**src/rtl/uart_baud_pkg.sv**
```systemverilog
// Package: default widths shared by the baud generator and its checker.
// Assumes nothing; holds constants only.
package uart_baud_pkg;
    localparam int unsigned CD_W_DEF  = 3;   // prescale exponent width
    localparam int unsigned DIV_W_DEF = 16;  // integer divisor width
    localparam int unsigned M_W_DEF   = 6;   // fractional integer part width
    localparam int unsigned N_W_DEF   = 11;  // fractional numerator width (denominator 2^N_W)
    localparam int unsigned OVS_DEF   = 16;  // oversample ticks per bit
endpackage

```
**src/rtl/bg_prescaler.sv**
```systemverilog
// Power-of-two prescaler: emits a strobe once every 2^cd core cycles.
// Assumes clr is asserted whenever cd changes.
module bg_prescaler #(
    parameter int unsigned CD_W = uart_baud_pkg::CD_W_DEF
) (
    input  logic            clk,
    input  logic            rst_n,
    input  logic            clr,
    input  logic [CD_W-1:0] cd,
    output logic            stb
);
    localparam int unsigned PCNT_W = (1 << CD_W) - 1;

    logic [PCNT_W-1:0] pcnt;
    logic [PCNT_W-1:0] lim;

    // Terminal count for the selected exponent (wraps correctly for the top value).
    always_comb begin
        lim = (PCNT_W'(1) << cd) - PCNT_W'(1);
        stb = (pcnt == lim);
    end

    // Free-running count, cleared on reset, restart or terminal count.
    always_ff @(posedge clk) begin
        if (!rst_n || clr || stb) pcnt <= '0;
        else                      pcnt <= pcnt + PCNT_W'(1);
    end
endmodule

```
**src/rtl/bg_divider.sv**
```systemverilog
// Integer divider: one output strobe per 2*dl input strobes (dl of 0 acts as 1).
// Assumes clr is asserted whenever dl changes.
module bg_divider #(
    parameter int unsigned DIV_W = uart_baud_pkg::DIV_W_DEF
) (
    input  logic             clk,
    input  logic             rst_n,
    input  logic             clr,
    input  logic             in_stb,
    input  logic [DIV_W-1:0] dl,
    output logic             out_stb
);
    localparam int unsigned DCNT_W = DIV_W + 1;

    logic [DIV_W-1:0]  dl_eff;
    logic [DCNT_W-1:0] lim;
    logic [DCNT_W-1:0] dcnt;

    // Clamp the divisor and derive the doubled terminal count.
    always_comb begin
        dl_eff  = (dl == '0) ? DIV_W'(1) : dl;
        lim     = {dl_eff, 1'b0} - DCNT_W'(1);
        out_stb = in_stb && (dcnt == lim);
    end

    // Count prescaled strobes, wrapping at the terminal count.
    always_ff @(posedge clk) begin
        if (!rst_n || clr)  dcnt <= '0;
        else if (out_stb)   dcnt <= '0;
        else if (in_stb)    dcnt <= dcnt + DCNT_W'(1);
    end
endmodule

```
**src/rtl/bg_frac.sv**
```systemverilog
// Fractional stage: divides base strobes by M or M+1 per period, picking M+1 when
// the N_W-bit phase accumulator carries, so the mean factor is M + N/2^N_W.
// When disabled it passes base strobes straight through and holds the accumulator at 0.
// Assumes clr is asserted whenever en, m or n changes.
module bg_frac #(
    parameter int unsigned M_W = uart_baud_pkg::M_W_DEF,
    parameter int unsigned N_W = uart_baud_pkg::N_W_DEF
) (
    input  logic           clk,
    input  logic           rst_n,
    input  logic           clr,
    input  logic           en,
    input  logic           in_stb,
    input  logic [M_W-1:0] m,
    input  logic [N_W-1:0] n,
    output logic           out_stb
);
    localparam int unsigned FCNT_W = M_W + 1;

    logic [N_W-1:0]    acc;
    logic [N_W:0]      sum;
    logic              carry;
    logic [M_W-1:0]    m_eff;
    logic [FCNT_W-1:0] lim;
    logic [FCNT_W-1:0] fcnt;

    // Period length for this phase: clamped M, plus one when the accumulator carries.
    always_comb begin
        sum     = {1'b0, acc} + {1'b0, n};
        carry   = sum[N_W];
        m_eff   = (m == '0) ? M_W'(1) : m;
        lim     = {1'b0, m_eff} - FCNT_W'(1) + FCNT_W'(carry);
        out_stb = en ? (in_stb && (fcnt == lim)) : in_stb;
    end

    // Count base strobes within the period; advance the phase at each period end.
    always_ff @(posedge clk) begin
        if (!rst_n || clr || !en) begin
            fcnt <= '0;
            acc  <= '0;
        end else if (out_stb) begin
            fcnt <= '0;
            acc  <= sum[N_W-1:0];
        end else if (in_stb) begin
            fcnt <= fcnt + FCNT_W'(1);
        end
    end
endmodule

```
**src/rtl/bg_bitcnt.sv**
```systemverilog
// Bit counter: flags every OVS-th oversample strobe since the last clear.
// Assumes os_stb is a single-cycle strobe.
module bg_bitcnt #(
    parameter int unsigned OVS = uart_baud_pkg::OVS_DEF
) (
    input  logic clk,
    input  logic rst_n,
    input  logic clr,
    input  logic os_stb,
    output logic bit_stb
);
    localparam int unsigned OCNT_W = (OVS > 1) ? $clog2(OVS) : 1;

    logic [OCNT_W-1:0] ocnt;

    // Bit strobe on the last oversample strobe of the group.
    always_comb bit_stb = os_stb && (ocnt == OCNT_W'(OVS - 1));

    // Count oversample strobes modulo OVS.
    always_ff @(posedge clk) begin
        if (!rst_n || clr) ocnt <= '0;
        else if (bit_stb)  ocnt <= '0;
        else if (os_stb)   ocnt <= ocnt + OCNT_W'(1);
    end
endmodule

```
**src/rtl/uart_baud_gen.sv**
```systemverilog
// UART baud generator top: prescaler, integer divider, optional fractional stage
// and bit counter in a chain, with registered one-cycle tick outputs.
// Assumes configuration inputs are quasi-static; any change restarts the chain.
module uart_baud_gen #(
    parameter int unsigned CD_W  = uart_baud_pkg::CD_W_DEF,
    parameter int unsigned DIV_W = uart_baud_pkg::DIV_W_DEF,
    parameter int unsigned M_W   = uart_baud_pkg::M_W_DEF,
    parameter int unsigned N_W   = uart_baud_pkg::N_W_DEF,
    parameter int unsigned OVS   = uart_baud_pkg::OVS_DEF
) (
    input  logic             clk,
    input  logic             rst_n,
    input  logic [CD_W-1:0]  presc_sel,
    input  logic [DIV_W-1:0] divisor,
    input  logic             frac_en,
    input  logic [M_W-1:0]   frac_m,
    input  logic [N_W-1:0]   frac_n,
    output logic             os_tick,
    output logic             bit_tick
);
    localparam int unsigned CFG_W = CD_W + DIV_W + 1 + M_W + N_W;

    logic [CFG_W-1:0] cfg_now;
    logic [CFG_W-1:0] cfg_q;
    logic             restart;
    logic             clr;
    logic             pre_stb;
    logic             base_stb;
    logic             os_stb;
    logic             bit_stb;

    // Concatenate every configuration field and detect a change against the held copy.
    always_comb begin
        cfg_now = {presc_sel, divisor, frac_en, frac_m, frac_n};
        restart = rst_n && (cfg_now != cfg_q);
        clr     = restart;
    end

    // Hold the configuration; track the inputs during reset so release starts clean.
    always_ff @(posedge clk) begin
        cfg_q <= cfg_now;
    end

    bg_prescaler #(.CD_W(CD_W)) u_pre (
        .clk(clk), .rst_n(rst_n), .clr(clr), .cd(cfg_q[CFG_W-1 -: CD_W]), .stb(pre_stb)
    );

    bg_divider #(.DIV_W(DIV_W)) u_div (
        .clk(clk), .rst_n(rst_n), .clr(clr), .in_stb(pre_stb),
        .dl(cfg_q[CFG_W-CD_W-1 -: DIV_W]), .out_stb(base_stb)
    );

    bg_frac #(.M_W(M_W), .N_W(N_W)) u_frac (
        .clk(clk), .rst_n(rst_n), .clr(clr), .en(cfg_q[M_W+N_W]), .in_stb(base_stb),
        .m(cfg_q[N_W +: M_W]), .n(cfg_q[N_W-1:0]), .out_stb(os_stb)
    );

    bg_bitcnt #(.OVS(OVS)) u_bit (
        .clk(clk), .rst_n(rst_n), .clr(clr), .os_stb(os_stb), .bit_stb(bit_stb)
    );

    // Register the strobes; a restart suppresses them for one cycle.
    always_ff @(posedge clk) begin
        if (!rst_n || restart) begin
            os_tick  <= 1'b0;
            bit_tick <= 1'b0;
        end else begin
            os_tick  <= os_stb;
            bit_tick <= bit_stb;
        end
    end
endmodule

```
**config.mk**
```make
export PLATFORM = sky130hd
export DESIGN_NAME = uart_baud_gen
export DESIGN_NICKNAME = d
export VERILOG_FILES = /design/src/rtl/uart_baud_pkg.sv /design/src/rtl/bg_prescaler.sv /design/src/rtl/bg_divider.sv /design/src/rtl/bg_frac.sv /design/src/rtl/bg_bitcnt.sv /design/src/rtl/uart_baud_gen.sv
export SDC_FILE = /design/constraint.sdc
export NUM_CORES = 1
export LEC_CHECK = 0
export BUFFER_PORTS_ARGS = -buffer_cell sky130_fd_sc_hd__buf_2
export CAP_MARGIN = 10
export CORE_MARGIN = 3
export CORE_UTILIZATION = 60
export CTS_CLUSTER_DIAMETER = 150
export DETAILED_ROUTE_END_ITERATION = 16
export MAX_ROUTING_LAYER = met4
export PLACE_DENSITY = 0.8
export SYNTH_ARGS = -nofsm -noshare
export SYNTH_HDL_FRONTEND = slang
export SYNTH_SLANG_ARGS = --single-unit
```
**constraint.sdc**
```tcl
create_clock -name clk -period 4.44 [get_ports clk]
set_input_delay 0 -clock clk [delete_from_list [all_inputs] [get_ports clk]]
set_output_delay 0 -clock clk [all_outputs]
set_load 0.03 [all_outputs]
```
Word-level counts from Yosys, hierarchy flattened. Index checks and enable logic that the tools add are counted.

$add $sub $neg: 9. Multipliers: 0. Div/mod/pow operators: 0. Magnitude comparators: 0. Eq/ne operators: 5. Shift operators: 1. Multiplexer cells: 3. Bitwise logic cells: 0. Reductions and logical operators: 14.

Operator list (count): $ne 37x37->1 (1); $add 17x1->17 const B (1); $eq 17x17->1 (1); $sub 17x1->17 const B (1); $logic_not 16->1 (1); $mux 16 (1); $add 7x1->7 const B (2); $eq 7x7->1 (2); $add 11x11->12 (1); $add 7x1->7 (1); $shl 1x3->7 const A (1); $sub 6x1->7 const B (1); $sub 7x2->7 const B (1); $logic_not 6->1 (1); $mux 6 (1); $reduce_or 2->1 (3); $add 4x1->4 const B (1); $eq 4x4->1 const B (1); $logic_and 1x1->1 (4); $logic_or 1x1->1 (3); $logic_not 1->1 (2); $mux 1 (1).

Flip-flop bits (word level): 85. Bits in latches: 0. Memory bits (writable): 0. Memory bits (read-only): 0. Input bits: 39. Output and inout bits: 2. Word-level logic and storage cells: 40. Memories: 0.

Longest topological paths before layout. Gate-level depths: netlist (run 1).

Depth in word-level cells: 9. Depth in mapped cells: 19. Gate-level depth less buffers: 18.

Cells and area by module. A second synthesis (run 1) with hierarchy kept.

Cell total of the unflattened synthesis: 500. Area, all modules: 4670.7 um^2.

By module, submodules not included: bg_divider (instances 1, cells an instance 173, area each 1452.6 um^2); bg_frac (instances 1, cells an instance 165, area each 1385.1 um^2); uart_baud_gen (instances 1, cells an instance 94, area each 1208.7 um^2); bg_prescaler (instances 1, cells an instance 51, area each 444.2 um^2); bg_bitcnt (instances 1, cells an instance 17, area each 180.2 um^2).

Least setup slack after synthesis (run 1). Ideal clock, no wire load.

Kind: register to register. Start point: register cfg_q[1]. End point: register u_bit.ocnt[3]. Setup time: 74 ps. Arrival: 3750 ps. Setup slack: 616 ps. Stages on the path, launching flop included: 19. Clock period less this slack: 3824 ps. Path through: dfxtp_1 ha_1 a21o_1 a21oi_1 o211ai_1 a31o_2 a21o_1 a21o_1 a21oi_1 ha_1 ha_1 nor3b_1 xnor2_1 nor3_1 nand4b_1 o21ai_0 nand4_1 or4_1 a21oi_1.

Word-level cells in the longest chain between the ends: 7. Elaborated cells on any way between the ends: 10.

Ends and longest elaborated chain: start, declared (RTL line uart_baud_gen.sv:24) `logic [CFG_W-1:0] cfg_q;`; start signal, assigned (RTL line uart_baud_gen.sv:41) `cfg_q <= cfg_now;`; $add 11x11->12 (RTL line bg_frac.sv:29) `sum = {1'b0, acc} + {1'b0, n};`; $add 7x1->7 (RTL line bg_frac.sv:32) `lim = {1'b0, m_eff} - FCNT_W'(1) + FCNT_W'(carry);`; $eq 7x7->1 (RTL line bg_frac.sv:33) `out_stb = en ? (in_stb && (fcnt == lim)) : in_stb;`; $logic_and 1x1->1 (RTL line bg_frac.sv:33); $mux 1 (RTL line bg_frac.sv:33); $logic_and 1x1->1 (RTL line bg_bitcnt.sv:17) `always_comb bit_stb = os_stb && (ocnt == OCNT_W'(OVS - 1));`; $reduce_or 2->1 (no source line); end signal, assigned (RTL line bg_bitcnt.sv:23) `else if (os_stb) ocnt <= ocnt + OCNT_W'(1);`; end, declared (RTL line bg_bitcnt.sv:14) `logic [OCNT_W-1:0] ocnt;`.

Several ways; a longest one is shown, not always the timed one. A chain may end at the register's enable or synchronous reset.

Final worst setup path (run 1). Ends and elaborated chain as after synthesis.

==> impl_table.tex, run 1 <==
\begin{tabular}{lr}
\hline
Metric & Value \\
\hline
\multicolumn{2}{l}{\textbf{Final layout}} \\
\quad Ratio of cells with drive above 1 in the final layout & 13.54\% \\
\quad Diodes inserted & 0 \\
\quad Area of all sequential standard cells & 1702 um\^{}2 \\
\quad Area growth from synthesis to layout & 19.18\% \\
\quad Finished Cell Area & 5690 um\^{}2 \\
\quad Nets & 682 \\
\quad Number of inserted filler cells in the final layout & 519 \\
\quad Multi-input combinational cell area & 2917 um\^{}2 \\
\quad Share of the core filled with cells & 76.02\% \\
\multicolumn{2}{l}{\textbf{Power}} \\
\quad Power density cells & 282.9 nW/um\^{}2 \\
\quad Worst vdd rail ir drop & 0.2796 mV \\
\quad Total power of the final layout & 0.001610 W \\
\quad Net Switching & 0.0004034 W \\
\quad Switching part of the total & 25.06\% \\
\quad Sequential share of power & 50.2\% \\
\quad Cell Int Power & 0.001206 W \\
\quad Part of the power in the clock network & 38.8\% \\
\quad Part of the total power dissipated in combinational logic & 10.9\% \\
\quad Leakage & 2.137 nW \\
\multicolumn{2}{l}{\textbf{Setup path}} \\
\quad CP Cell Sequence & ha\_1, a21o\_1, a21oi\_2, o211ai\_1, a31o\_2, a21o\_1, a21o\_1, a21oi\_1, ha\_1, ha\_1, nor3b\_2, xnor2\_1, nor3\_1, nand4b\_1, o21ai\_2, nand4\_1, buf\_6, or4\_1, a21oi\_1 \\
\quad CP max stage cell & or4\_1 \\
\quad Data arrival at the endpoint of the critical path & 4.50 ns \\
\quad Start-to-end type of the worst setup path & reg2reg \\
\quad Kind of start point of the critical path & flop \\
\quad Slowest cell delay on critical path & 0.48 ns \\
\quad Crit-path leading delay family & compound AO/OA/AOI/OAI gates \\
\quad Required time at the worst-slack endpoint & 4.72 ns \\
\quad Buffer and inverter count on the worst path & 1 \\
\quad Critical path capture point type & flop \\
\quad Biggest fanout along the worst timing path & 23 \\
\multicolumn{2}{l}{\textbf{Global route}} \\
\quad Wire length of the first global-routing pass & 20890 um \\
\quad Total global routing track utilization & 30.51\% \\
\quad Antenna violations before repair & 0 \\
\quad Busiest metal layer after global routing & met2 \\
\quad Met2 routing resource usage after global routing & 51.72\% \\
\quad Total congestion overflow & 0 \\
\quad Pin count of the biggest net entering global routing & 24 \\
\quad Number of global-route vias before repair & 4307 \\
\quad Met3 Track Usage GR & 5.604\% \\
\quad Grt met1 use & 35.81\% \\
\multicolumn{2}{l}{\textbf{Yosys}} \\
\quad Total of flip-flops plus latches after synthesis & 85 \\
\quad Most frequent cell after synthesis & dfxtp\_1 \\
\quad Commonest cells post-synth & dfxtp\_1 (85), xnor2\_1 (71), nor2\_1 (65) \\
\quad Number of synthesized flops with an enable pin & 0 \\
\quad Cell area after synthesis & 4775 um\^{}2 \\
\quad Proportion of netlist area held by the largest area contributor & 35.64\% \\
\quad Most frequently used flop master after synthesis & dfxtp\_1 \\
\quad Synth Area per Inst & 8.777 um\^{}2 \\
\quad Number of distinct library cell variants in the gate-level netlist after synthesis & 64 \\
\quad Syn\_nets & 603 \\
\quad Yosys Warn Count & 0 \\
\quad Share of synthesized area occupied by flip-flops and latches & 35.64\% \\
\quad Top area cells in the synthesized netlist & dfxtp\_1 (36\%), xnor2\_1 (13\%), nor2\_1 (5.1\%) \\
\quad Mapped Cells & 544 \\
\quad Share of flip-flops with an asynchronous set or reset after synthesis & 0\% \\
\quad Cell type with the highest aggregate area in the netlist & dfxtp\_1 \\
\multicolumn{2}{l}{\textbf{Detailed routing}} \\
\quad Post-detailed-route wirelength per cell & 17.24 um \\
\quad Number of vias after detailed routing & 4342 \\
\quad Count of antenna-violating nets left after detailed routing & 0 \\
\quad Vias/cell & 5.972 \\
\quad Total wirelength of the detailed-routed design & 12530 um \\
\quad Number of detailed-route iterations in the first pass & 4 \\
\quad Iter 0 DRT Violations & 206 \\
\quad Post-route DRC & 0 \\
\multicolumn{2}{l}{\textbf{STA}} \\
\quad Skew final & 0.01675 ns \\
\quad Setup slack after layout & 0.2138 ns \\
\quad Highest attainable clock frequency & 236.6 MHz \\
\quad Actual slew at the worst max-slew pin & 0.7411 ns \\
\quad Pins over their slew limit & 0 \\
\quad Fin crit period & 4.226 ns \\
\quad Final worst-path cycle share & 95.18\% \\
\quad Post-Route Setup TNS & 0 ns \\
\quad Worst max-slew margin expressed relative to the limit & 49.97\% \\
\quad Final count of negative-setup-slack endpoints & 0 \\
\quad Endpoints failing hold & 0 \\
\multicolumn{2}{l}{\textbf{Run}} \\
\quad Total of max-cap violations & 0 \\
\multicolumn{2}{l}{\textbf{Min path}} \\
\quad Path category of the worst min-delay check & in2reg \\
\multicolumn{2}{l}{\textbf{Placement}} \\
\quad GPL Wtd Cong & 0.9594 \\
\quad Setup WS pre-CTS & 0.07064 ns \\
\quad PortBufs & 40 \\
\quad Post-detailed-placement cell area & 5072 um\^{}2 \\
\quad Hpwl dp & 8537 um \\
\multicolumn{2}{l}{\textbf{Clock network}} \\
\quad Num CTS Buffers & 9 \\
\quad Maximum level of the CTS H-tree & 3 \\
\quad TritonCTS clock tree & yes \\
\quad Clock latency on the worst-skew pair & 0.36 ns \\
\quad Maximum buffer depth of the clock tree & 2 \\
\quad Sinks on the clock net & 85 \\
\quad Clock transition at the register clock pins on the worst setup and hold paths after CTS & 0.10 ns \\
\quad Clk Tree Root Cell & clkbuf\_8 \\
\multicolumn{2}{l}{\textbf{Floorplanning}} \\
\quad Number of standard-cell rows in the floorplan & 31 \\
\quad Die H & 95.21 um \\
\quad Effective utilization at floorplan & 63.78\% \\
\quad Width of the chip & 95.21 um \\
\quad I/O Pins & 41 \\
\quad Die Footprint & 9064 um\^{}2 \\
\quad CORE AREA & 7486 um\^{}2 \\
\multicolumn{2}{l}{\textbf{Outcome}} \\
\quad Outcome & finished clean \\
\hline
\end{tabular}
==> per-layer routing <==
metal / up-vias / part of all wire (%)
met5: - / 0
met4: 0 / 3.4
met3: 47 / 5.6
met2: 161 / 49
met1: 2058 / 42
li1: 2076 / -
==> power groups by stage <==
stage,sequential (W),clock (W),combinational [W]
floorplan,0.000812,0,0.000105
global placement,0.000824,0,0.000138
detailed placement,0.000825,0,0.000143
CTS,0.000807,0.000627,0.000169
global route,0.000811,0.000657,0.000192
finish,0.000808,0.000625,0.000176
==> worst register-to-register path, stage by stage (launching register included) <==
cell and delay, ns:
dfxtp_1 0.35, ha_1 0.30, a21o_1 0.20, a21oi_2 0.17, o211ai_1 0.15, a31o_2 0.26, a21o_1 0.19, a21o_1 0.17
a21oi_1 0.21, ha_1 0.21, ha_1 0.20, nor3b_2 0.20, xnor2_1 0.08, nor3_1 0.16, nand4b_1 0.14, o21ai_2 0.19
nand4_1 0.12, buf_6 0.20, or4_1 0.48, a21oi_1 0.15
==> what timing repair did <==
item	CTS	global route
hold buffers	37	0
endpoints found under the setup margin	0	21
hold endpoints to repair	37	0
resized for setup	0	5
buffers inserted	0	1
==> path summary, 6_finish.rpt <==
check | depth (start not counted) | to | from | slack, ns
setup / recovery | 19 | u_bit.ocnt[3] | cfg_q[1] | 0.21
hold / removal | 2 | cfg_q[19] | divisor[1] | 0.30
setup reg to reg | 19 | u_bit.ocnt[3] | cfg_q[1] | 0.21
hold reg to reg | 2 | u_frac.acc[10] | u_frac.acc[10] | 0.47
==> state kept, by name, summed over array words and instances, names as in the netlist <==
| register | count |
|---|---|
| cfg_q | 37 |
| u_bit.ocnt | 4 |
| os_tick | 1 |
| u_frac.acc | 11 |
| u_div.dcnt | 17 |
| u_frac.fcnt | 7 |
| u_pre.pcnt | 7 |
| bit_tick | 1 |
==> through the flow <==
| step | hold WS (ns) | cells |
|---|---|---|
| floorplan | 0.02772 | 544 |
| global placement | 0.1262 | 673 |
| detailed placement | 0.1284 | 673 |
| CTS | 0.2868 | 726 |
| global route | 0.3102 | 727 |
| finish | 0.2989 | 727 |
==> cell usage in the layout (no fill, tap or decap), types with 6 or more instances in the layout <==
cell type	netlist	final
nand2_1	30	30
clkbuf_8	0	10
buf_2	6	40
nor2_1	65	65
a21oi_1	19	18
or3_1	8	8
ha_1	19	19
nor3_1	17	17
nand4_1	15	15
xnor2_1	71	71
dlygate4sd3_1	0	37
nor4_1	12	12
and3_1	8	8
mux2i_1	15	15
and2_1	6	6
nand3_1	22	22
o21ai_0	12	11
inv_1	24	24
buf_4	0	7
dfxtp_1	85	85
xor2_1	22	22
==> logic make-up after synthesis <==
| kind of cell | Yosys count | synth area share (%) |
|---|---|---|
| XOR/XNOR | 94 | 17.53 |
| adder cells (fa/ha/maj) | 20 | 5.398 |
| AND/OR/NAND/NOR | 218 | 24.58 |
| buffers and inverters | 41 | 3.538 |
| AO/OA/AOI/OAI | 69 | 9.697 |
| multiplexers | 17 | 3.616 |
| flip-flops | 85 | 35.64 |
==> area by class of cell <==
class                           instances  area share (%)
Inverter                               24           1.583
Sequential cell                        85           29.90
Clock inverter                          6           1.517
Multi-Input combinational cell        418           51.25
Tap cell                               99           2.177
Timing Repair Buffer                   85           11.15
Clock buffer                           10           2.419
No activity file was read; power rests on OpenSTA's default activity.
==> run 2, diff against run 1 <==
--- a/config.mk
+++ b/config.mk
@@ -15,4 +15,5 @@
 export PLACE_DENSITY = 0.8
 export SYNTH_ARGS = -nofsm -noshare
 export SYNTH_HDL_FRONTEND = slang
+export SYNTH_HIERARCHICAL = 1
 export SYNTH_SLANG_ARGS = --single-unit
==> run 2 against run 1 <==
- die area shrank 2.0%
- sequential power about the same
- core utilization fell by 0.93 points
- critical endpoint is now bit_tick
- flip-flop and latch count stayed put
- critical path depth fell by 1
- register-to-register slack better by 0.03 ns
- combinational power fell by 3%
- maximum frequency up 0.72%
- synthesized cell count decreased by 8.1%
- worst setup slack gained 0.030 ns
- largest cell class unchanged
==> impl_table.tex, run 2 <==
\begin{tabular}{lr}
\hline
Metric & Value \\
\hline
\multicolumn{2}{l}{\textbf{Yosys}} \\
\quad Synth Area per Inst & 9.341 um\^{}2 (+6.4\%) \\
\quad Mapped Cells & 500 (-8.1\%) \\
\quad Top area cells in the synthesized netlist & dfxtp\_1 (36\%), xor2\_1 (13\%), xnor2\_1 (5.1\%) \\
\quad Yosys Warn Count & 6 (+6) \\
\quad Proportion of netlist area held by the largest area contributor & 36.43\% (+0.79 points) \\
\quad Xor-xnor portion of the synthesized cell area & 18.19\% (+0.66 points) \\
\quad Share of flip-flops with an asynchronous set or reset after synthesis & 0\% (unchanged) \\
\quad Commonest cells post-synth & dfxtp\_1 (85), xor2\_1 (70), nor2\_1 (35) \\
\quad Share of synthesized area occupied by flip-flops and latches & 36.43\% (+0.79 points) \\
\quad Simple-gate share of the synthesized area & 23.47\% (-1.1 points) \\
\quad Syn\_nets & 558 (-7.5\%) \\
\quad Fraction of the mapped netlist area in compound gates & 12.03\% (+2.3 points) \\
\quad Number of distinct library cell variants in the gate-level netlist after synthesis & 68 (+6.3\%) \\
\quad Most frequent cell after synthesis & dfxtp\_1 \\
\quad Cell area after synthesis & 4671 um\^{}2 (-2.2\%) \\
\quad Total of flip-flops plus latches after synthesis & 85 (unchanged) \\
\quad Largest family of logic cells by synthesized area & simple AND/OR/NAND/NOR gates \\
\quad Number of synthesized flops with an enable pin & 0 (unchanged) \\
\quad Most frequently used flop master after synthesis & dfxtp\_1 \\
\quad Cell type with the highest aggregate area in the netlist & dfxtp\_1 \\
\quad Mux contribution to synthesized area & 1.714\% (-1.9 points) \\
\quad Adder-cell share of the synthesized area & 5.250\% (-0.15 points) \\
\multicolumn{2}{l}{\textbf{Detailed routing}} \\
\quad Number of vias after detailed routing & 4049 (-6.7\%) \\
\quad Number of detailed-route iterations in the first pass & 5 (+1) \\
\quad Total wirelength of the detailed-routed design & 11560 um (-7.7\%) \\
\quad Count of antenna-violating nets left after detailed routing & 0 (unchanged) \\
\quad Post-detailed-route wirelength per cell & 16.68 um (-3.2\%) \\
\quad Iter 0 DRT Violations & 246 (+19\%) \\
\quad Vias/cell & 5.843 (-2.2\%) \\
\quad Post-route DRC & 0 (unchanged) \\
\multicolumn{2}{l}{\textbf{Final layout}} \\
\quad Diodes inserted & 0 (unchanged) \\
\quad Area growth from synthesis to layout & 19.10\% (about the same) \\
\quad Register with the highest flop count & cfg\_q \\
\quad Finished Cell Area & 5563 um\^{}2 (-2.2\%) \\
\quad Most common cell after layout, fill and taps aside & dfxtp\_1 \\
\quad Number of inserted filler cells in the final layout & 501 (-3.5\%) \\
\quad Ratio of cells with drive above 1 in the final layout & 15.32\% (+1.8 points) \\
\quad Area of all sequential standard cells & 1703 um\^{}2 (about the same) \\
\quad Nets & 647 (-5.1\%) \\
\quad Multi-input combinational cell area & 2843 um\^{}2 (-2.5\%) \\
\quad Largest registers & cfg\_q (37), u\_div/dcnt (17), u\_frac/acc (11) \\
\quad Number of flip-flops under the largest register name & 37 (unchanged) \\
\quad Final instance count without filler cells & 693 (-4.7\%) \\
\quad Commonest cells after routing, fill and taps aside & dfxtp\_1 (84), xor2\_1 (70), buf\_2 (40), dlygate4sd3\_1 (38), nor2\_1 (35) \\
\multicolumn{2}{l}{\textbf{STA}} \\
\quad Smallest hold slack & 0.3073 ns (+0.008346 ns) \\
\quad Worst max-slew margin expressed relative to the limit & 50.17\% (+0.21 points) \\
\quad Endpoints failing hold & 0 (unchanged) \\
\quad Final count of negative-setup-slack endpoints & 0 (unchanged) \\
\quad Fin crit period & 4.196 ns (-0.03032 ns) \\
\quad Skew final & 0.007358 ns (-0.009391 ns) \\
\quad Setup slack after layout & 0.2442 ns (+0.03032 ns) \\
\quad Pins over their slew limit & 0 (unchanged) \\
\quad Highest attainable clock frequency & 238.3 MHz (+0.72\%) \\
\quad Final worst-path cycle share & 94.50\% (-0.68 points) \\
\quad Actual slew at the worst max-slew pin & 0.7474 ns (+0.006315 ns) \\
\multicolumn{2}{l}{\textbf{Setup path}} \\
\quad Data arrival at the endpoint of the critical path & 4.46 ns (-0.04 ns) \\
\quad Required time at the worst-slack endpoint & 4.71 ns (about the same) \\
\quad Reg-to-reg setup timing slack & 0.24 ns (+0.03 ns) \\
\quad Critical R2R Launch & cfg\_q[25] \\
\quad Reg2reg end & bit\_tick \\
\quad Start-to-end type of the worst setup path & reg2reg \\
\quad Kind of start point of the critical path & flop \\
\quad Biggest fanout along the worst timing path & 7 (-70\%) \\
\quad Number of cell instances on the worst register-to-register path & 18 (-1) \\
\quad Critical path capture point type & flop \\
\multicolumn{2}{l}{\textbf{Clock network}} \\
\quad Sinks on the clock net & 85 (unchanged) \\
\quad Clock latency on the worst-skew pair & 0.35 ns (about the same) \\
\quad TritonCTS clock tree & yes \\
\quad Clk Tree Root Cell & clkbuf\_8 \\
\quad Maximum level of the CTS H-tree & 3 (unchanged) \\
\quad Num CTS Buffers & 9 (unchanged) \\
\quad Clock transition at the register clock pins on the worst setup and hold paths after CTS & 0.09 ns (about the same) \\
\quad Maximum buffer depth of the clock tree & 2 (unchanged) \\
\multicolumn{2}{l}{\textbf{Placement}} \\
\quad Setup WS pre-CTS & 0.05132 ns (-0.01932 ns) \\
\quad GPL Wtd Cong & 0.9703 (+1.1\%) \\
\quad Post-detailed-placement cell area & 4952 um\^{}2 (-2.4\%) \\
\quad PortBufs & 40 (unchanged) \\
\quad Placed Cells incl. Taps & 633 (-5.9\%) \\
\quad Hpwl dp & 7942 um (-7.0\%) \\
\multicolumn{2}{l}{\textbf{Min path}} \\
\quad Worst min-delay path startpoint & frac\_n[3] \\
\quad Path category of the worst min-delay check & in2reg \\
\quad Worst Hold Path Cells & 2 (unchanged) \\
\quad Hold Crit Endpoint & cfg\_q[3] \\
\multicolumn{2}{l}{\textbf{Global route}} \\
\quad Pin count of the biggest net entering global routing & 19 (-21\%) \\
\quad Antenna violations before repair & 0 (unchanged) \\
\quad Total global routing track utilization & 27.93\% (-2.6 points) \\
\quad Number of global-route vias before repair & 3924 (-8.9\%) \\
\quad Total congestion overflow & 0 (unchanged) \\
\quad Wire length of the first global-routing pass & 18850 um (-9.8\%) \\
\multicolumn{2}{l}{\textbf{Power}} \\
\quad Sequential share of power & 54.5\% (+4.3 points) \\
\quad Total power of the final layout & 0.001486 W (-7.7\%) \\
\quad Switching part of the total & 27.53\% (+2.5 points) \\
\quad Worst vdd rail ir drop & 0.2450 mV (-12\%) \\
\quad Part of the total power dissipated in combinational logic & 11.5\% (+0.6 points) \\
\quad Part of the power in the clock network & 34.0\% (-4.8 points) \\
\quad Cell Int Power & 0.001077 W (-11\%) \\
\quad Leakage & 2.120 nW (-0.79\%) \\
\quad Power density cells & 267.2 nW/um\^{}2 (-5.6\%) \\
\quad Net Switching & 0.0004091 W (+1.4\%) \\
\multicolumn{2}{l}{\textbf{Floorplanning}} \\
\quad Number of standard-cell rows in the floorplan & 31 (unchanged) \\
\quad CORE AREA & 7408 um\^{}2 (-1.0\%) \\
\quad I/O Pins & 41 (unchanged) \\
\quad Effective utilization at floorplan & 63.05\% (-0.73 points) \\
\quad Width of the chip & 94.23 um (-1.0\%) \\
\quad Die H & 94.23 um (-1.0\%) \\
\quad Die Footprint & 8879 um\^{}2 (-2.0\%) \\
\multicolumn{2}{l}{\textbf{Outcome}} \\
\quad Outcome & finished clean \\
\multicolumn{2}{l}{\textbf{Run}} \\
\quad Total of max-cap violations & 0 (unchanged) \\
\hline
\end{tabular}
==> run 2: routing by layer <==
layer	wire length, um	part of all wire [%]	global-route usage [%]
met5	0	0	-
met4	261	2.3	8.785
met3	522	4.5	6.010
met2	5999	52	47.99
met1	4780	41	32.59
==> run 2: critical path, stage by stage, from the launching register on <==
cell,delay [ns]
dfxtp_1,0.39
nor4_4,0.39
nand4_1,0.24
nor2_1,0.16
a21oi_1,0.09
ha_1,0.24
nor3b_2,0.19
nor3b_2,0.18
xor2_1,0.17
mux2i_1,0.15
a22oi_1,0.14
nor4_4,0.45
o211ai_1,0.20
a211oi_2,0.25
a41oi_2,0.25
inv_2,0.18
and4_4,0.22
nand2_1,0.05
nor4_1,0.15
==> run 2: cells by family (layout without fill, tap and decap cells) <==
| kind of cell | after synthesis | count (layout) |
|---|---|---|
| AOI/OAI and AO/OA | 78 | 78 |
| adders and majority gates | 19 | 19 |
| DFF | 85 | 85 |
| xor gates and xnor gates | 97 | 97 |
| muxes | 8 | 8 |
| buffers and inverters | 24 | 118 |
| and+or+nand+nor | 189 | 189 |
==> run 2: stage by stage <==
stage | TNS, ns | util, %
5_1_grt | -0.3282 | 75.09
6_report | 0 | 75.09
4_1_cts | 0 | 74.33
2_1_floorplan | 0 | -
3_5_place_dp | 0 | 66.85
3_3_place_gp | 0 | 66.85
==> run 2: power by group through the flow <==
stage / combinational [W] / sequential (W) / clock, W
3_5_place_dp: 0.000138 / 0.000828 / 0
5_1_grt: 0.000185 / 0.000814 / 0.000551
3_3_place_gp: 0.000135 / 0.000826 / 0
2_1_floorplan: 0.0000936 / 0.000820 / 0
6_report: 0.000170 / 0.000811 / 0.000505
4_1_cts: 0.000165 / 0.000810 / 0.000513
==> run 2: final cells by class <==
type	instances	share of cell area [%]
Multi-Input combinational cell	391	51.10
Sequential cell	85	30.61
Timing Repair Buffer	91	12.19
Clock buffer	10	2.294
Tap cell	99	2.227
Clock inverter	6	0.8322
Inverter	11	0.7422
==> run 2: worst max path at each step <==
stage | from | end | slack (ns) | depth (start not counted)
6_report | cfg_q[25] | bit_tick | 0.24 | 18
5_1_grt | cfg_q[29] | bit_tick | -0.11 | 18
4_1_cts | cfg_q[24] | bit_tick | 0.02 | 18
3_5_place_dp | cfg_q[24] | bit_tick | 0.05 | 18
3_3_place_gp | cfg_q[24] | bit_tick | 0.30 | 18
2_1_floorplan | cfg_q[24] | u_bit/ocnt[0] | 0.12 | 22
==> run 2: repair_timing <==
| item | CTS | global route |
|---|---|---|
| hold buffers | 38 | 0 |
| endpoints found under the setup margin | 0 | 24 |
| hold endpoints to repair | 40 | 0 |
| setup buffers | 0 | 6 |
| resized for setup | 0 | 3 |
==> run 3, diff against run 2 <==
--- a/config.mk
+++ b/config.mk
@@ -8,11 +8,11 @@
 export BUFFER_PORTS_ARGS = -buffer_cell sky130_fd_sc_hd__buf_2
 export CAP_MARGIN = 10
 export CORE_MARGIN = 3
-export CORE_UTILIZATION = 60
+export CORE_UTILIZATION = 55
 export CTS_CLUSTER_DIAMETER = 150
 export DETAILED_ROUTE_END_ITERATION = 16
 export MAX_ROUTING_LAYER = met4
-export PLACE_DENSITY = 0.8
+export PLACE_DENSITY = 0.74
 export SYNTH_ARGS = -nofsm -noshare
 export SYNTH_HDL_FRONTEND = slang
 export SYNTH_HIERARCHICAL = 1
==> run 3 against run 2 <==
- critical path depth decreased by 1
- core utilization decreased by 5.4 points
- power increased by 2.2%
- via count decreased by 2.2%
- largest power group unchanged
- clock power increased by 6.7%
- die area increased by 8.5%
- critical endpoint is now u_frac/acc[2]
- sequential power about the same
==> impl_table.tex, run 3 (synthesis results as in run 2) <==
\begin{tabular}{lr}
\hline
Metric & Value \\
\hline
\multicolumn{2}{l}{\textbf{Outcome}} \\
\quad Outcome & finished clean \\
\multicolumn{2}{l}{\textbf{Clock network}} \\
\quad Maximum buffer depth of the clock tree & 2 (unchanged) \\
\quad Maximum level of the CTS H-tree & 3 (unchanged) \\
\quad Sinks on the clock net & 85 (unchanged) \\
\quad Clk Tree Root Cell & clkbuf\_8 \\
\quad Num CTS Buffers & 9 (unchanged) \\
\quad Clock latency on the worst-skew pair & 0.37 ns (+0.02 ns) \\
\quad TritonCTS clock tree & yes \\
\quad Clock transition at the register clock pins on the worst setup and hold paths after CTS & 0.09 ns (about the same) \\
\multicolumn{2}{l}{\textbf{Setup path}} \\
\quad Slowest cell delay on critical path & 0.41 ns (-0.04 ns) \\
\quad Data arrival at the endpoint of the critical path & 4.49 ns (+0.03 ns) \\
\quad Critical path capture point type & flop \\
\quad Buffer and inverter count on the worst path & 1 (unchanged) \\
\quad Crit-path leading delay family & simple AND/OR/NAND/NOR gates \\
\quad CP Cell Sequence & nor4\_4, nand4\_1, nor2\_1, a21oi\_1, ha\_1, nor3b\_2, nor3b\_2, xor2\_1, mux2i\_1, a22oi\_1, nor4\_4, o211ai\_1, a211oi\_2, a41oi\_2, buf\_4, or3\_1, a21oi\_1 \\
\quad Required time at the worst-slack endpoint & 4.73 ns (+0.02 ns) \\
\quad Biggest fanout along the worst timing path & 22 (+15) \\
\quad Kind of start point of the critical path & flop \\
\quad Number of cell instances on the worst register-to-register path & 17 (-1) \\
\quad Stages on the worst setup path & 17 (-1) \\
\quad Start-to-end type of the worst setup path & reg2reg \\
\quad CP max stage cell & dfxtp\_1 \\
\multicolumn{2}{l}{\textbf{Placement}} \\
\quad Post-detailed-placement cell area & 4941 um\^{}2 (-0.23\%) \\
\quad Setup WS pre-CTS & 0.1295 ns (+0.07817 ns) \\
\quad GPL Wtd Cong & 0.8596 (-11\%) \\
\quad Hpwl dp & 7999 um (+0.72\%) \\
\quad PortBufs & 40 (unchanged) \\
\multicolumn{2}{l}{\textbf{Global route}} \\
\quad Pin count of the biggest net entering global routing & 23 (+4) \\
\quad Total global routing track utilization & 24.98\% (-3.0 points) \\
\quad Wire length of the first global-routing pass & 18910 um (+0.30\%) \\
\quad Antenna violations before repair & 1 (+1) \\
\quad Total congestion overflow & 0 (unchanged) \\
\quad Number of global-route vias before repair & 3980 (+1.4\%) \\
\multicolumn{2}{l}{\textbf{Power}} \\
\quad Worst vdd rail ir drop & 0.1760 mV (-28\%) \\
\quad Leakage & 2.104 nW (-0.77\%) \\
\quad Power density cells & 273.4 nW/um\^{}2 (+2.3\%) \\
\multicolumn{2}{l}{\textbf{Floorplanning}} \\
\quad CORE AREA & 7968 um\^{}2 (+7.5\%) \\
\quad Width of the chip & 98.16 um (+4.2\%) \\
\quad Effective utilization at floorplan & 58.62\% (-4.4 points) \\
\quad Number of standard-cell rows in the floorplan & 32 (+3.2\%) \\
\quad Die H & 98.16 um (+4.2\%) \\
\quad Die Footprint & 9634 um\^{}2 (+8.5\%) \\
\quad I/O Pins & 41 (unchanged) \\
\multicolumn{2}{l}{\textbf{STA}} \\
\quad Fin crit period & 4.201 ns (+0.005042 ns) \\
\quad Final count of negative-setup-slack endpoints & 0 (unchanged) \\
\quad Pins over their slew limit & 0 (unchanged) \\
\quad Final worst-path cycle share & 94.61\% (+0.11 points) \\
\quad Worst max-slew margin expressed relative to the limit & 49.18\% (-0.99 points) \\
\quad Smallest hold slack & 0.2884 ns (-0.01881 ns) \\
\quad Setup slack after layout & 0.2391 ns (-0.005042 ns) \\
\quad Skew final & 0.01085 ns (+0.003492 ns) \\
\quad Highest attainable clock frequency & 238.0 MHz (-0.12\%) \\
\quad Actual slew at the worst max-slew pin & 0.7623 ns (+0.01490 ns) \\
\quad Endpoints failing hold & 0 (unchanged) \\
\multicolumn{2}{l}{\textbf{Detailed routing}} \\
\quad Number of vias after detailed routing & 3958 (-2.2\%) \\
\quad Total wirelength of the detailed-routed design & 11530 um (-0.24\%) \\
\quad Post-route DRC & 0 (unchanged) \\
\quad Iter 0 DRT Violations & 211 (-14\%) \\
\quad Number of detailed-route iterations in the first pass & 5 (unchanged) \\
\quad Post-detailed-route wirelength per cell & 16.67 um (about the same) \\
\quad Count of antenna-violating nets left after detailed routing & 0 (unchanged) \\
\quad Vias/cell & 5.720 (-2.1\%) \\
\multicolumn{2}{l}{\textbf{Final layout}} \\
\quad Ratio of cells with drive above 1 in the final layout & 14.60\% (-0.72 points) \\
\quad Number of flip-flops under the largest register name & 37 (unchanged) \\
\quad Commonest cells after routing, fill and taps aside & dfxtp\_1 (85), xor2\_1 (70), buf\_2 (40), dlygate4sd3\_1 (38), nor2\_1 (35) \\
\quad Share of the core filled with cells & 69.69\% (-5.4 points) \\
\quad Finished Cell Area & 5553 um\^{}2 (-0.18\%) \\
\quad Register with the highest flop count & cfg\_q \\
\quad Most common cell after layout, fill and taps aside & dfxtp\_1 \\
\quad Number of inserted filler cells in the final layout & 597 (+19\%) \\
\quad Area growth from synthesis to layout & 18.89\% \\
\quad Largest registers & cfg\_q (37), u\_div/dcnt (17), u\_frac/acc (11) \\
\quad Nets & 642 (-0.77\%) \\
\multicolumn{2}{l}{\textbf{Min path}} \\
\quad Worst Hold Path Cells & 2 (unchanged) \\
\quad Path category of the worst min-delay check & in2reg \\
\multicolumn{2}{l}{\textbf{Run}} \\
\quad Total of max-cap violations & 0 (unchanged) \\
\hline
\end{tabular}
-- run 3: cell types whose count changed in the layout (fill, tap and decap cells not counted), sizes merged --
| cell | previous run | this run |
|---|---|---|
| buf | 53 | 48 |
| inv | 14 | 13 |
| clkbuf | 10 | 11 |
| diode | 0 | 1 |
-- run 3: final timing paths --
path	start	end	slack [ns]
worst max register to register	cfg_q[27]	u_frac/acc[2]	0.24
worst min register to register	u_frac/acc[2]	u_frac/acc[2]	0.46
worst max-delay path	cfg_q[27]	u_frac/acc[2]	0.24
worst min-delay path	frac_m[0]	cfg_q[11]	0.29
-- run 3: cell type report --
type	instances	area [um^2]	share of cell area [%]
Multi-Input combinational cell	391	2843	51.19
Sequential cell	85	1702	30.64
Timing Repair Buffer	86	644.4	11.60
Clock buffer	11	151.4	2.726
Tap cell	102	127.6	2.298
Clock inverter	5	41.29	0.7436
Inverter	11	41.29	0.7436
Antenna cell	1	2.502	0.04507
-- run 3: what timing repair did --
item / 4_1_cts / 5_1_grt
endpoints found under the hold margin: 40 / 0
hold buffers: 38 / 0
endpoints found under the setup margin: 0 / 14
resized for setup: 0 / 3
setup buffers: 0 / 3
-- run 3: worst register-to-register path: cells and delay by family, from the launching register on --
family	cells	cell delay, ns
compound gates	6	0.93
xor+xnor	1	0.17
fa+ha+maj	1	0.25
buf+inv	1	0.25
flops	1	0.41
mux	1	0.17
simple gates	7	1.94
-- run 3: metrics by stage --
stage	power [W]	TNS (ns)	cells
floorplan	0.0009134	0	500
global placement	0.0009602	0	634
detailed placement	0.0009647	0	634
CTS	0.001521	0	688
global route	0.001572	-0.001517	692
finish	0.001518	0	692
-- run 3: power breakdown --
part / leakage, nW / internal (W) / switching [W]
Clock: 0.0926 / 0.000239 / 0.000300
Sequential: 0.699 / 0.000781 / 0.0000305
Combinational: 1.31 / 0.0000859 / 0.0000821
Total: 2.10 / 0.00111 / 0.000413
-- run 3: per-layer routing --
metal	wire length, um	vias up	part of all wire (%)	track usage (%)
met5	0	-	0	-
met4	467	0	4.0	12.82
met3	423	33	3.7	5.071
met2	5706	105	49	41.88
met1	4937	1851	43	28.16
li1	-	1969	-	-
